**config.mk**
```make
export PLATFORM = sky130hd
export DESIGN_NAME = evt_timer
export DESIGN_NICKNAME = d
export VERILOG_FILES = /design/src/rtl/evt_timer_pkg.sv /design/src/rtl/evt_timer_edges.sv /design/src/rtl/evt_timer_counter.sv /design/src/rtl/evt_timer_seq.sv /design/src/rtl/evt_timer.sv
export SDC_FILE = /design/constraint.sdc
export NUM_CORES = 1
export LEC_CHECK = 0
export ABC_CLOCK_PERIOD_IN_PS = 9100
export CAP_MARGIN = 10
export CORE_ASPECT_RATIO = 1.75
export CORE_UTILIZATION = 40
export DETAILED_ROUTE_END_ITERATION = 12
export PLACE_DENSITY = 0.69
export SETUP_SLACK_MARGIN = 0.5
export SYNTH_ARGS = -nofsm -noshare
export SYNTH_HDL_FRONTEND = slang
export SYNTH_SLANG_ARGS = --single-unit
```
**constraint.sdc**
```tcl
create_clock -name clk -period 9.1 [get_ports clk]
set_input_delay 2.73 -clock clk [delete_from_list [all_inputs] [get_ports clk]]
set_output_delay 2.73 -clock clk [all_outputs]
set_load 0.02 [all_outputs]
```
**src/rtl/evt_timer_pkg.sv**
```systemverilog
package evt_timer_pkg;

  typedef enum logic [1:0] {
    EN_AT_ONCE    = 2'd0,
    EN_TRIG_RISE  = 2'd1,
    EN_PIN_RISE   = 2'd2,
    EN_SHIFTER    = 2'd3
  } en_src_e;

  typedef enum logic [1:0] {
    TICK_CLOCK     = 2'd0,
    TICK_TRIG_RISE = 2'd1,
    TICK_PIN_RISE  = 2'd2,
    TICK_PIN_ANY   = 2'd3
  } tick_src_e;

  typedef enum logic [1:0] {
    RS_NONE       = 2'd0,
    RS_TRIG_RISE  = 2'd1,
    RS_PIN_RISE   = 2'd2,
    RS_TRIG_ANY   = 2'd3
  } rs_src_e;

  typedef enum logic [1:0] {
    STOP_NEVER     = 2'd0,
    STOP_AT_END    = 2'd1,
    STOP_TRIG_FALL = 2'd2,
    STOP_PIN_FALL  = 2'd3
  } stop_src_e;

  typedef enum logic [1:0] {
    PH_IDLE  = 2'd0,
    PH_LEAD  = 2'd1,
    PH_DATA  = 2'd2,
    PH_TRAIL = 2'd3
  } phase_e;

  typedef struct packed {
    logic trig_rise;
    logic trig_fall;
    logic pin_rise;
    logic pin_fall;
  } edges_t;

endpackage

```
**src/rtl/evt_timer_edges.sv**
```systemverilog
module evt_timer_edges
  import evt_timer_pkg::*;
(
  input  logic   clk,
  input  logic   rst,
  input  logic   trig_in,
  input  logic   pin_in,
  output edges_t edges
);

  logic trig_q;
  logic pin_q;

  always_ff @(posedge clk) begin
    if (rst) begin
      trig_q <= 1'b0;
      pin_q  <= 1'b0;
    end else begin
      trig_q <= trig_in;
      pin_q  <= pin_in;
    end
  end

  always_comb begin
    edges.trig_rise = trig_in & ~trig_q;
    edges.trig_fall = ~trig_in & trig_q;
    edges.pin_rise  = pin_in & ~pin_q;
    edges.pin_fall  = ~pin_in & pin_q;
  end

endmodule

```
**src/rtl/evt_timer_counter.sv**
```systemverilog
module evt_timer_counter #(
  parameter int CNT_W = 16
) (
  input  logic             clk,
  input  logic             rst,
  input  logic             load,
  input  logic             tick,
  input  logic [CNT_W-1:0] reload,
  output logic [CNT_W-1:0] cnt,
  output logic             expire
);

  localparam logic [CNT_W-1:0] ZERO = '0;
  localparam logic [CNT_W-1:0] ONE  = {{(CNT_W-1){1'b0}}, 1'b1};

  assign expire = tick && (cnt == ZERO);

  always_ff @(posedge clk) begin
    if (rst) begin
      cnt <= ZERO;
    end else if (load || expire) begin
      cnt <= reload;
    end else if (tick) begin
      cnt <= cnt - ONE;
    end
  end

endmodule

```
**src/rtl/evt_timer_seq.sv**
```systemverilog
module evt_timer_seq
  import evt_timer_pkg::*;
#(
  parameter int BEAT_W = 8
) (
  input  logic              clk,
  input  logic              rst,
  input  logic              start_evt,
  input  logic              restart_evt,
  input  logic              stop_evt,
  input  logic              stop_at_end,
  input  logic              expire,
  input  logic              lead_en,
  input  logic              trail_en,
  input  logic [BEAT_W-1:0] beats,
  input  logic              flag_clr,
  output logic              load_req,
  output logic              active,
  output logic              tmr_out,
  output logic              shift_stb,
  output logic              store_stb,
  output logic              tmr_flag
);

  localparam logic [BEAT_W-1:0] BEAT_ONE = {{(BEAT_W-1){1'b0}}, 1'b1};

  phase_e            phase_q;
  logic [BEAT_W-1:0] beat_q;
  logic [BEAT_W-1:0] beats_eff;
  logic              last_beat;
  phase_e            first_phase;
  logic              run_expire;
  logic              store_now;

  assign beats_eff   = (beats == '0) ? BEAT_ONE : beats;
  assign last_beat   = (beat_q + BEAT_ONE) >= beats_eff;
  assign first_phase = lead_en ? PH_LEAD : PH_DATA;
  assign active      = (phase_q != PH_IDLE);
  assign run_expire  = active && !stop_evt && !restart_evt && expire;
  assign store_now   = run_expire && (phase_q == PH_DATA) && last_beat;
  assign load_req    = (!active && start_evt) || (active && !stop_evt && restart_evt);

  always_ff @(posedge clk) begin
    if (rst) begin
      phase_q   <= PH_IDLE;
      beat_q    <= '0;
      tmr_out   <= 1'b0;
      shift_stb <= 1'b0;
      store_stb <= 1'b0;
      tmr_flag  <= 1'b0;
    end else begin
      shift_stb <= 1'b0;
      store_stb <= 1'b0;
      if (store_now) begin
        tmr_flag <= 1'b1;
      end else if (flag_clr) begin
        tmr_flag <= 1'b0;
      end
      if (!active) begin
        if (start_evt) begin
          phase_q <= first_phase;
          beat_q  <= '0;
          tmr_out <= 1'b0;
        end
      end else if (stop_evt) begin
        phase_q <= PH_IDLE;
        tmr_out <= 1'b0;
      end else if (restart_evt) begin
        phase_q <= first_phase;
        beat_q  <= '0;
        tmr_out <= 1'b0;
      end else if (expire) begin
        tmr_out <= ~tmr_out;
        unique case (phase_q)
          PH_LEAD: begin
            phase_q <= PH_DATA;
            beat_q  <= '0;
          end
          PH_DATA: begin
            shift_stb <= 1'b1;
            if (last_beat) begin
              store_stb <= 1'b1;
              if (trail_en) begin
                phase_q <= PH_TRAIL;
              end else if (stop_at_end) begin
                phase_q <= PH_IDLE;
                tmr_out <= 1'b0;
              end else begin
                phase_q <= first_phase;
                beat_q  <= '0;
              end
            end else begin
              beat_q <= beat_q + BEAT_ONE;
            end
          end
          PH_TRAIL: begin
            if (stop_at_end) begin
              phase_q <= PH_IDLE;
              tmr_out <= 1'b0;
            end else begin
              phase_q <= first_phase;
              beat_q  <= '0;
            end
          end
          default: phase_q <= PH_IDLE;
        endcase
      end
    end
  end

endmodule

```
**src/rtl/evt_timer.sv**
```systemverilog
module evt_timer
  import evt_timer_pkg::*;
#(
  parameter int CNT_W  = 16,
  parameter int BEAT_W = 8
) (
  input  logic              clk,
  input  logic              rst,
  input  logic [1:0]        cfg_en_src,
  input  logic [1:0]        cfg_dec_src,
  input  logic [1:0]        cfg_rst_src,
  input  logic [1:0]        cfg_dis_src,
  input  logic              cfg_start_bit,
  input  logic              cfg_stop_bit,
  input  logic [CNT_W-1:0]  cfg_compare,
  input  logic [BEAT_W-1:0] cfg_beats,
  input  logic              trig_in,
  input  logic              pin_in,
  input  logic              shifter_req,
  input  logic              flag_clr,
  output logic              tmr_out,
  output logic              shift_stb,
  output logic              store_stb,
  output logic              tmr_flag,
  output logic              tmr_active
);

  edges_t           edges;
  logic             start_evt;
  logic             tick_raw;
  logic             restart_evt;
  logic             stop_evt;
  logic             stop_at_end;
  logic             load_req;
  logic             expire;
  logic             active;
  logic [CNT_W-1:0] cnt_q;

  evt_timer_edges u_edges (
    .clk     (clk),
    .rst     (rst),
    .trig_in (trig_in),
    .pin_in  (pin_in),
    .edges   (edges)
  );

  always_comb begin
    unique case (en_src_e'(cfg_en_src))
      EN_AT_ONCE:   start_evt = 1'b1;
      EN_TRIG_RISE: start_evt = edges.trig_rise;
      EN_PIN_RISE:  start_evt = edges.pin_rise;
      default:      start_evt = shifter_req;
    endcase
    unique case (tick_src_e'(cfg_dec_src))
      TICK_CLOCK:     tick_raw = 1'b1;
      TICK_TRIG_RISE: tick_raw = edges.trig_rise;
      TICK_PIN_RISE:  tick_raw = edges.pin_rise;
      default:        tick_raw = edges.pin_rise | edges.pin_fall;
    endcase
    unique case (rs_src_e'(cfg_rst_src))
      RS_NONE:      restart_evt = 1'b0;
      RS_TRIG_RISE: restart_evt = edges.trig_rise;
      RS_PIN_RISE:  restart_evt = edges.pin_rise;
      default:      restart_evt = edges.trig_rise | edges.trig_fall;
    endcase
    unique case (stop_src_e'(cfg_dis_src))
      STOP_NEVER:     stop_evt = 1'b0;
      STOP_AT_END:    stop_evt = 1'b0;
      STOP_TRIG_FALL: stop_evt = edges.trig_fall;
      default:        stop_evt = edges.pin_fall;
    endcase
  end

  assign stop_at_end = (stop_src_e'(cfg_dis_src) == STOP_AT_END);

  evt_timer_counter #(
    .CNT_W (CNT_W)
  ) u_counter (
    .clk    (clk),
    .rst    (rst),
    .load   (load_req),
    .tick   (tick_raw & active),
    .reload (cfg_compare),
    .cnt    (cnt_q),
    .expire (expire)
  );

  evt_timer_seq #(
    .BEAT_W (BEAT_W)
  ) u_seq (
    .clk         (clk),
    .rst         (rst),
    .start_evt   (start_evt),
    .restart_evt (restart_evt),
    .stop_evt    (stop_evt),
    .stop_at_end (stop_at_end),
    .expire      (expire),
    .lead_en     (cfg_start_bit),
    .trail_en    (cfg_stop_bit),
    .beats       (cfg_beats),
    .flag_clr    (flag_clr),
    .load_req    (load_req),
    .active      (active),
    .tmr_out     (tmr_out),
    .shift_stb   (shift_stb),
    .store_stb   (store_stb),
    .tmr_flag    (tmr_flag)
  );

  assign tmr_active = active;

endmodule

```
**After elaboration in Yosys (flattened, before gate mapping)**

Index checks and enable logic that the tools add are counted.

- Shifts and indexed selects: 0
- Add/sub/neg operators: 2
- Magnitude comparators: 1
- Multiply operators: 0
- Equal/unequal tests: 17
- Bitwise operators: 15
- Div/mod/pow operators: 0
- Reductions and logical operators: 29
- Mux-type cells: 39

Operator list:

| kind | count |
|---|---|
| 8-bit two-way mux | 9 |
| 16-bit two-way mux | 2 |
| 8-bit one-hot mux with 3 select lines | 1 |
| 2-bit two-way mux | 9 |
| 16-bit zero test | 1 |
| 16-bit by 1-bit subtractor with 16-bit output, second input constant | 1 |
| 2-bit == test, second input constant | 6 |
| 1-bit two-way mux | 12 |
| 2-bit by 1-bit == test with 1-bit output, second input constant | 5 |
| 1-bit one-hot mux with 3 select lines | 3 |
| 8-bit by 1-bit adder with 8-bit output, second input constant | 1 |
| 8-bit >= comparator | 1 |
| 1-bit logical AND | 8 |
| 2-bit zero test | 4 |
| 8-bit zero test | 1 |
| 1-bit NOT | 8 |
| 2-bit nonzero test | 4 |
| 2-bit one-hot mux with 3 select lines | 1 |
| 6-bit OR reduction | 1 |
| 1-bit AND | 5 |
| 5-bit by 1-bit != test with 1-bit output, second input constant | 1 |
| 5-bit by 2-bit != test with 1-bit output, second input constant | 1 |
| 5-bit by 4-bit != test with 1-bit output, second input constant | 1 |
| 5-bit AND reduction | 1 |
| 11 further kinds | 16 |

- RAM bits: 0
- Input port bits: 40
- Memory bits (read-only): 0
- Bits in latches: 0
- Memories: 0
- Bits in registers: 32

**Depth between registers and ports, before layout**

- Word-level depth: 10
- Mapped depth: 12

**Modules after synthesis**

Synthesis repeated with hierarchy kept, for this count alone.

- Cells, all modules: 275
- Area total of the unflattened synthesis: 2376.0 µm²

Modules (own cells, without submodules):

| module | cells each | area each (µm²) | sequential area each (µm²) | instances |
|---|---|---|---|---|
| evt_timer_seq | 139 | 1172.4 | 280.3 | 1 |
| evt_timer_counter | 114 | 1031.0 | 320.3 | 1 |
| evt_timer | 14 | 95.1 | 0.0 | 1 |
| evt_timer_edges | 8 | 77.6 | 40.0 | 1 |

**Worst setup path after synthesis**

No wires, ideal clock.

- Path type: input-to-reg
- Start point: input port cfg_beats[3]
- End point: register u_seq.beat_q[0]
- Cell stages on the path: 9
- Library setup time: 0.060 ns
- Path slack: 4.149 ns
- Data required time: 9.040 ns
- Buffers on the path: 0
- Arrival time: 4.891 ns
- Cells stage by stage: nor4_1 > a41o_1 > ha_1 > a31o_2 > a211oi_1 > o21ai_0 > or2_2 > nor4_4 > mux2_1

- Longest elaborated chain between the ends: 9
- Elaborated cells between the ends (all ways): 11
- Classes of those cells: order compare (1); eq/ne (1); mux (7); reduce/logical (2)

Ends and longest elaborated chain:

| item | RTL line | RTL |
|---|---|---|
| start: declaration | evt_timer.sv:16 | `input logic [BEAT_W-1:0] cfg_beats,` |
| 8-bit zero test | evt_timer_seq.sv:35 | `assign beats_eff = (beats == '0) ? BEAT_ONE : beats;` |
| 8-bit two-way mux (*) | evt_timer_seq.sv:35 |  |
| 8-bit >= comparator (*) | evt_timer_seq.sv:36 | `assign last_beat = (beat_q + BEAT_ONE) >= beats_eff;` |
| 8-bit two-way mux | evt_timer_seq.sv:81 | `if (last_beat) begin` |
| 8-bit one-hot mux with 3 select lines | evt_timer_seq.sv:74 | `unique case (phase_q)` |
| 8-bit two-way mux | evt_timer_seq.sv:72 | `end else if (expire) begin` |
| 8-bit two-way mux | evt_timer_seq.sv:68 | `end else if (restart_evt) begin` |
| 8-bit two-way mux | evt_timer_seq.sv:65 | `end else if (stop_evt) begin` |
| 8-bit two-way mux | evt_timer_seq.sv:59 | `if (!active) begin` |
| end signal: assignment | evt_timer_seq.sv:93 | `beat_q <= beat_q + BEAT_ONE;` |
| end: declaration | evt_timer_seq.sv:28 | `logic [BEAT_W-1:0] beat_q;` |

Mark *: on every way between the ends. The rest lies on a longest branch, timed or not. The select of a mux whose other input is x is not followed.
A chain may end at the register's enable or synchronous reset.

**Worst setup path in the final report**

Same ends and word-level chain as after synthesis.

==> reports/results.tsv <==
stage	metric	value	unit
logic_synthesis	post-synth net total	297	
sta	final setup fails	0	
place	number of buffers added on ports	44	
place	Place WS	3290	ps
worst_setup_path	R2R Setup Slk	5650	ps
route	WL/cell	13.3	um
logic_synthesis	Synth Cell Area	2000	um2
die	Rows	33	
route	residual DRC count	0	
logic_synthesis	top post-synthesis cells by area	dfxtp_1, ha_1, xnor2_1, a211oi_1, nor2_1	
logic_synthesis	EDFF count, synth	0	
finish	commonest non-fill, non-tap cell in the layout	clkdlybuf4s50_1	
sta	fin crit share	60.9	%
cts	CTS Buffer Depth	2	
die	core box area	4750	um2
power_and_ir_drop	Clk pwr share	25.1	%
route	Iteration-0 DRC Markers	30	
die	die height	95.6	um
global_route	Total GRT Usage	18.5	%
power_and_ir_drop	leakage dissipation	1.07	nW
global_route	largest net degree at the start of global routing	32	
worst_setup_path	CP Capture Type	flop	
route	Vias	1843	
sta	Hold Fails Final Rpt	0	
worst_setup_path	CP max FO	8	
cts	worst skew pair latency	280	ps
global_route	met1 Resource Use GR	18.6	%
place	hpwl dp	3520	um
cts	CTS sink cnt	32	
cts	CTS tree	done	
logic_synthesis	Async SR Flop Fraction	0	%
die	Die Width	55.5	um
worst_setup_path	CP required	9330	ps
finish	P&R area growth vs syn	30.3	%
worst_setup_path	R2R Path Start	u_seq.beat_q[0]	
power_and_ir_drop	Final Power	538	uW
worst_setup_path	RR Endpoint	u_seq.beat_q[0]	
logic_synthesis	post-synthesis sequential area ratio	32.0	%
die	Initial Util	42.2	%
logic_synthesis	Synth Area per Inst	8.24	um2
sta	skew final	6.98	ps
worst_setup_path	length in cells of the worst reg-to-reg path	12	
global_route	first-pass GRT wire length	7840	um
power_and_ir_drop	Peak VDD IR	0.145	mV
route	final WL	4530	um
worst_hold_path	HP Class	flop to flop	
route	Final ANT Viol Nets	0	
power_and_ir_drop	switching share of power	36.2	%
finish	Antenna diodes	0	
cts	Root Driver	clkbuf_8	
cts	Setup Fix Bufs, Post-CTS	0	
route	Pre-antenna DRT Iters	4	
finish	Final Util	55.0	%
sta	Max Fclk	0.180	GHz
cts	H-tree depth	2	
finish	layout cell share with drive strength beyond 1	6.23	%
finish	nets@finish	342	
global_route	initial antenna violation count	0	
global_route	vias in the first global route	1851	
sta	Worst-Margin Slew	1110	ps
logic_synthesis	share of the synthesized area in the top cell type	32.0	%
finish	commonest non-fill, non-tap cells in the layout	clkdlybuf4s50_1, nor2_1, dfxtp_1, inv_1, a211oi_1	
worst_setup_path	CP startpoint	cfg_beats[3]	
global_route	grt peak-use layer	met2	
power_and_ir_drop	Pint	343	uW
job	maxcap violations	0	
place	GP Congestion	0.870	
cts	CTS buffer count	5	
sta	Tmin final	5540	ps
global_route	met3 GRT Util	2.85	%
logic_synthesis	Syn. warnings	0	
cts	Reg clk slew, reported paths	70	ps
worst_setup_path	critical path type	input pin to flop	
outcome	status	finished, final reports clean	
logic_synthesis	number of synthesized register bits	32	
global_route	gr ovfl total	0	
cts	Post-CTS Hold Buffers	0	
route	via-per-instance ratio	5.40	
logic_synthesis	Yosys top cell by area	dfxtp_1	
logic_synthesis	synthesized instance count	243	
sta	Sum Neg Setup Slack	0	ps
sta	RSZ-0062 raised after global routing	false	
power_and_ir_drop	PD cells	206	nW/um2
power_and_ir_drop	sequential power share	36.4	%
logic_synthesis	Yosys cell types	44	
die	DIE AREA	5310	um2
power_and_ir_drop	Psw	195	uW
sta	Max Slew Vio Count	0	
sta	Rel. slew slack	25.9	%
worst_setup_path	WP data arrival	5770	ps
die	I/O pin count	45	
logic_synthesis	Post-synth top flop	dfxtp_1	
global_route	met2 usage	37.7	%
cts	cts repair resizes	0	
sta	worst setup margin	3560	ps
worst_setup_path	Startpoint Class	input pin	
worst_setup_path	crit path to	u_seq.beat_q[0]	
power_and_ir_drop	Comb pwr share	38.5	%
==> metal layers <==
metal	up-vias	routed length (um)	part of all wire [%]
li1	960	-	-
met1	852	1750	39
met2	25	2610	58
met3	6	97	2.1
met4	0	61	1.3
met5	-	0	0
==> final cells by class <==
class | instances | area, um2
Inverter | 17 | 63.8
Clock inverter | 3 | 42.5
Clock buffer | 5 | 68.8
Tap cell | 52 | 65.1
Sequential cell | 32 | 641
Timing Repair Buffer | 44 | 440
Multi-Input combinational cell | 188 | 1290
Fill cell | 458 | 2140
==> registers in the layout (all words and copies together) (netlist names) <==
signal / cells
u_counter.cnt: 16
u_seq.beat_q: 8
u_seq.phase_q: 2
u_edges.pin_q: 1
u_edges.trig_q: 1
u_seq.shift_stb: 1
u_seq.store_stb: 1
u_seq.tmr_flag: 1
u_seq.tmr_out: 1
==> worst max-delay path: stages <==
cell and delay, ps:
clkdlybuf4s50_1 420, nor4_1 290, a41o_1 210, ha_1 220, a31o_2 200, a211oi_1 220, o21ai_0 340, or2_2 440
nor4_4 490, mux2_1 210
==> worst min-delay path by stage <==
| stage | cells after the start | end | from | slack [ps] |
|---|---|---|---|---|
| 4_1_cts | 1 | u_seq.tmr_flag | u_seq.tmr_flag | 480 |
| 3_5_place_dp | 1 | u_seq.tmr_flag | u_seq.tmr_flag | 460 |
| 2_1_floorplan | 2 | u_counter.cnt[4] | u_counter.cnt[4] | 470 |
| 5_1_grt | 1 | u_seq.tmr_flag | u_seq.tmr_flag | 500 |
| 6_report | 1 | u_seq.tmr_flag | u_seq.tmr_flag | 470 |
| 3_3_place_gp | 1 | u_seq.tmr_flag | u_seq.tmr_flag | 440 |
==> cell families (layout without fill, tap and decap cells) <==
logic type	Yosys count	after routing	share of synthesized area [%]
and+or+nand+nor	93	93	24.1
AOI/OAI and AO/OA	57	57	20.0
DFF	32	32	32.0
buffers and inverters	23	69	4.31
xor gates and xnor gates	20	20	8.74
adders and majority gates	14	14	8.74
muxes	4	4	2.12
==> metrics by stage <==
step	hold WS, ps	instances	cell area (um2)
after global placement	442	333	2500
after detailed placement	458	333	2500
final	474	341	2610
after floorplan	469	243	2000
after global routing	497	341	2610
after CTS	476	341	2610
==> power groups by stage <==
| stage | clock (mW) | combinational, mW | sequential (mW) |
|---|---|---|---|
| 4_1_cts | 0.139 | 0.210 | 0.196 |
| 2_1_floorplan | 0 | 0.151 | 0.193 |
| 3_5_place_dp | 0 | 0.206 | 0.199 |
| 6_report | 0.135 | 0.207 | 0.196 |
| 5_1_grt | 0.144 | 0.234 | 0.200 |
| 3_3_place_gp | 0 | 0.204 | 0.198 |
==> Yosys cell counts (2+ instances only) <==
library cell	instances
nand2_1	11
or2_2	3
or3_1	3
clkbuf_1	6
a21oi_1	9
a21o_1	2
and2_1	5
nand3_1	9
inv_1	17
nor2_1	34
dfxtp_1	32
nand3b_1	2
o21ai_0	10
a22o_1	7
xor2_1	5
o211a_1	2
mux2i_1	2
xnor2_1	15
ha_1	14
nor3_1	8
a211oi_1	17
nor2b_1	4
nor4_1	5
(Power assumes the default switching activity.)
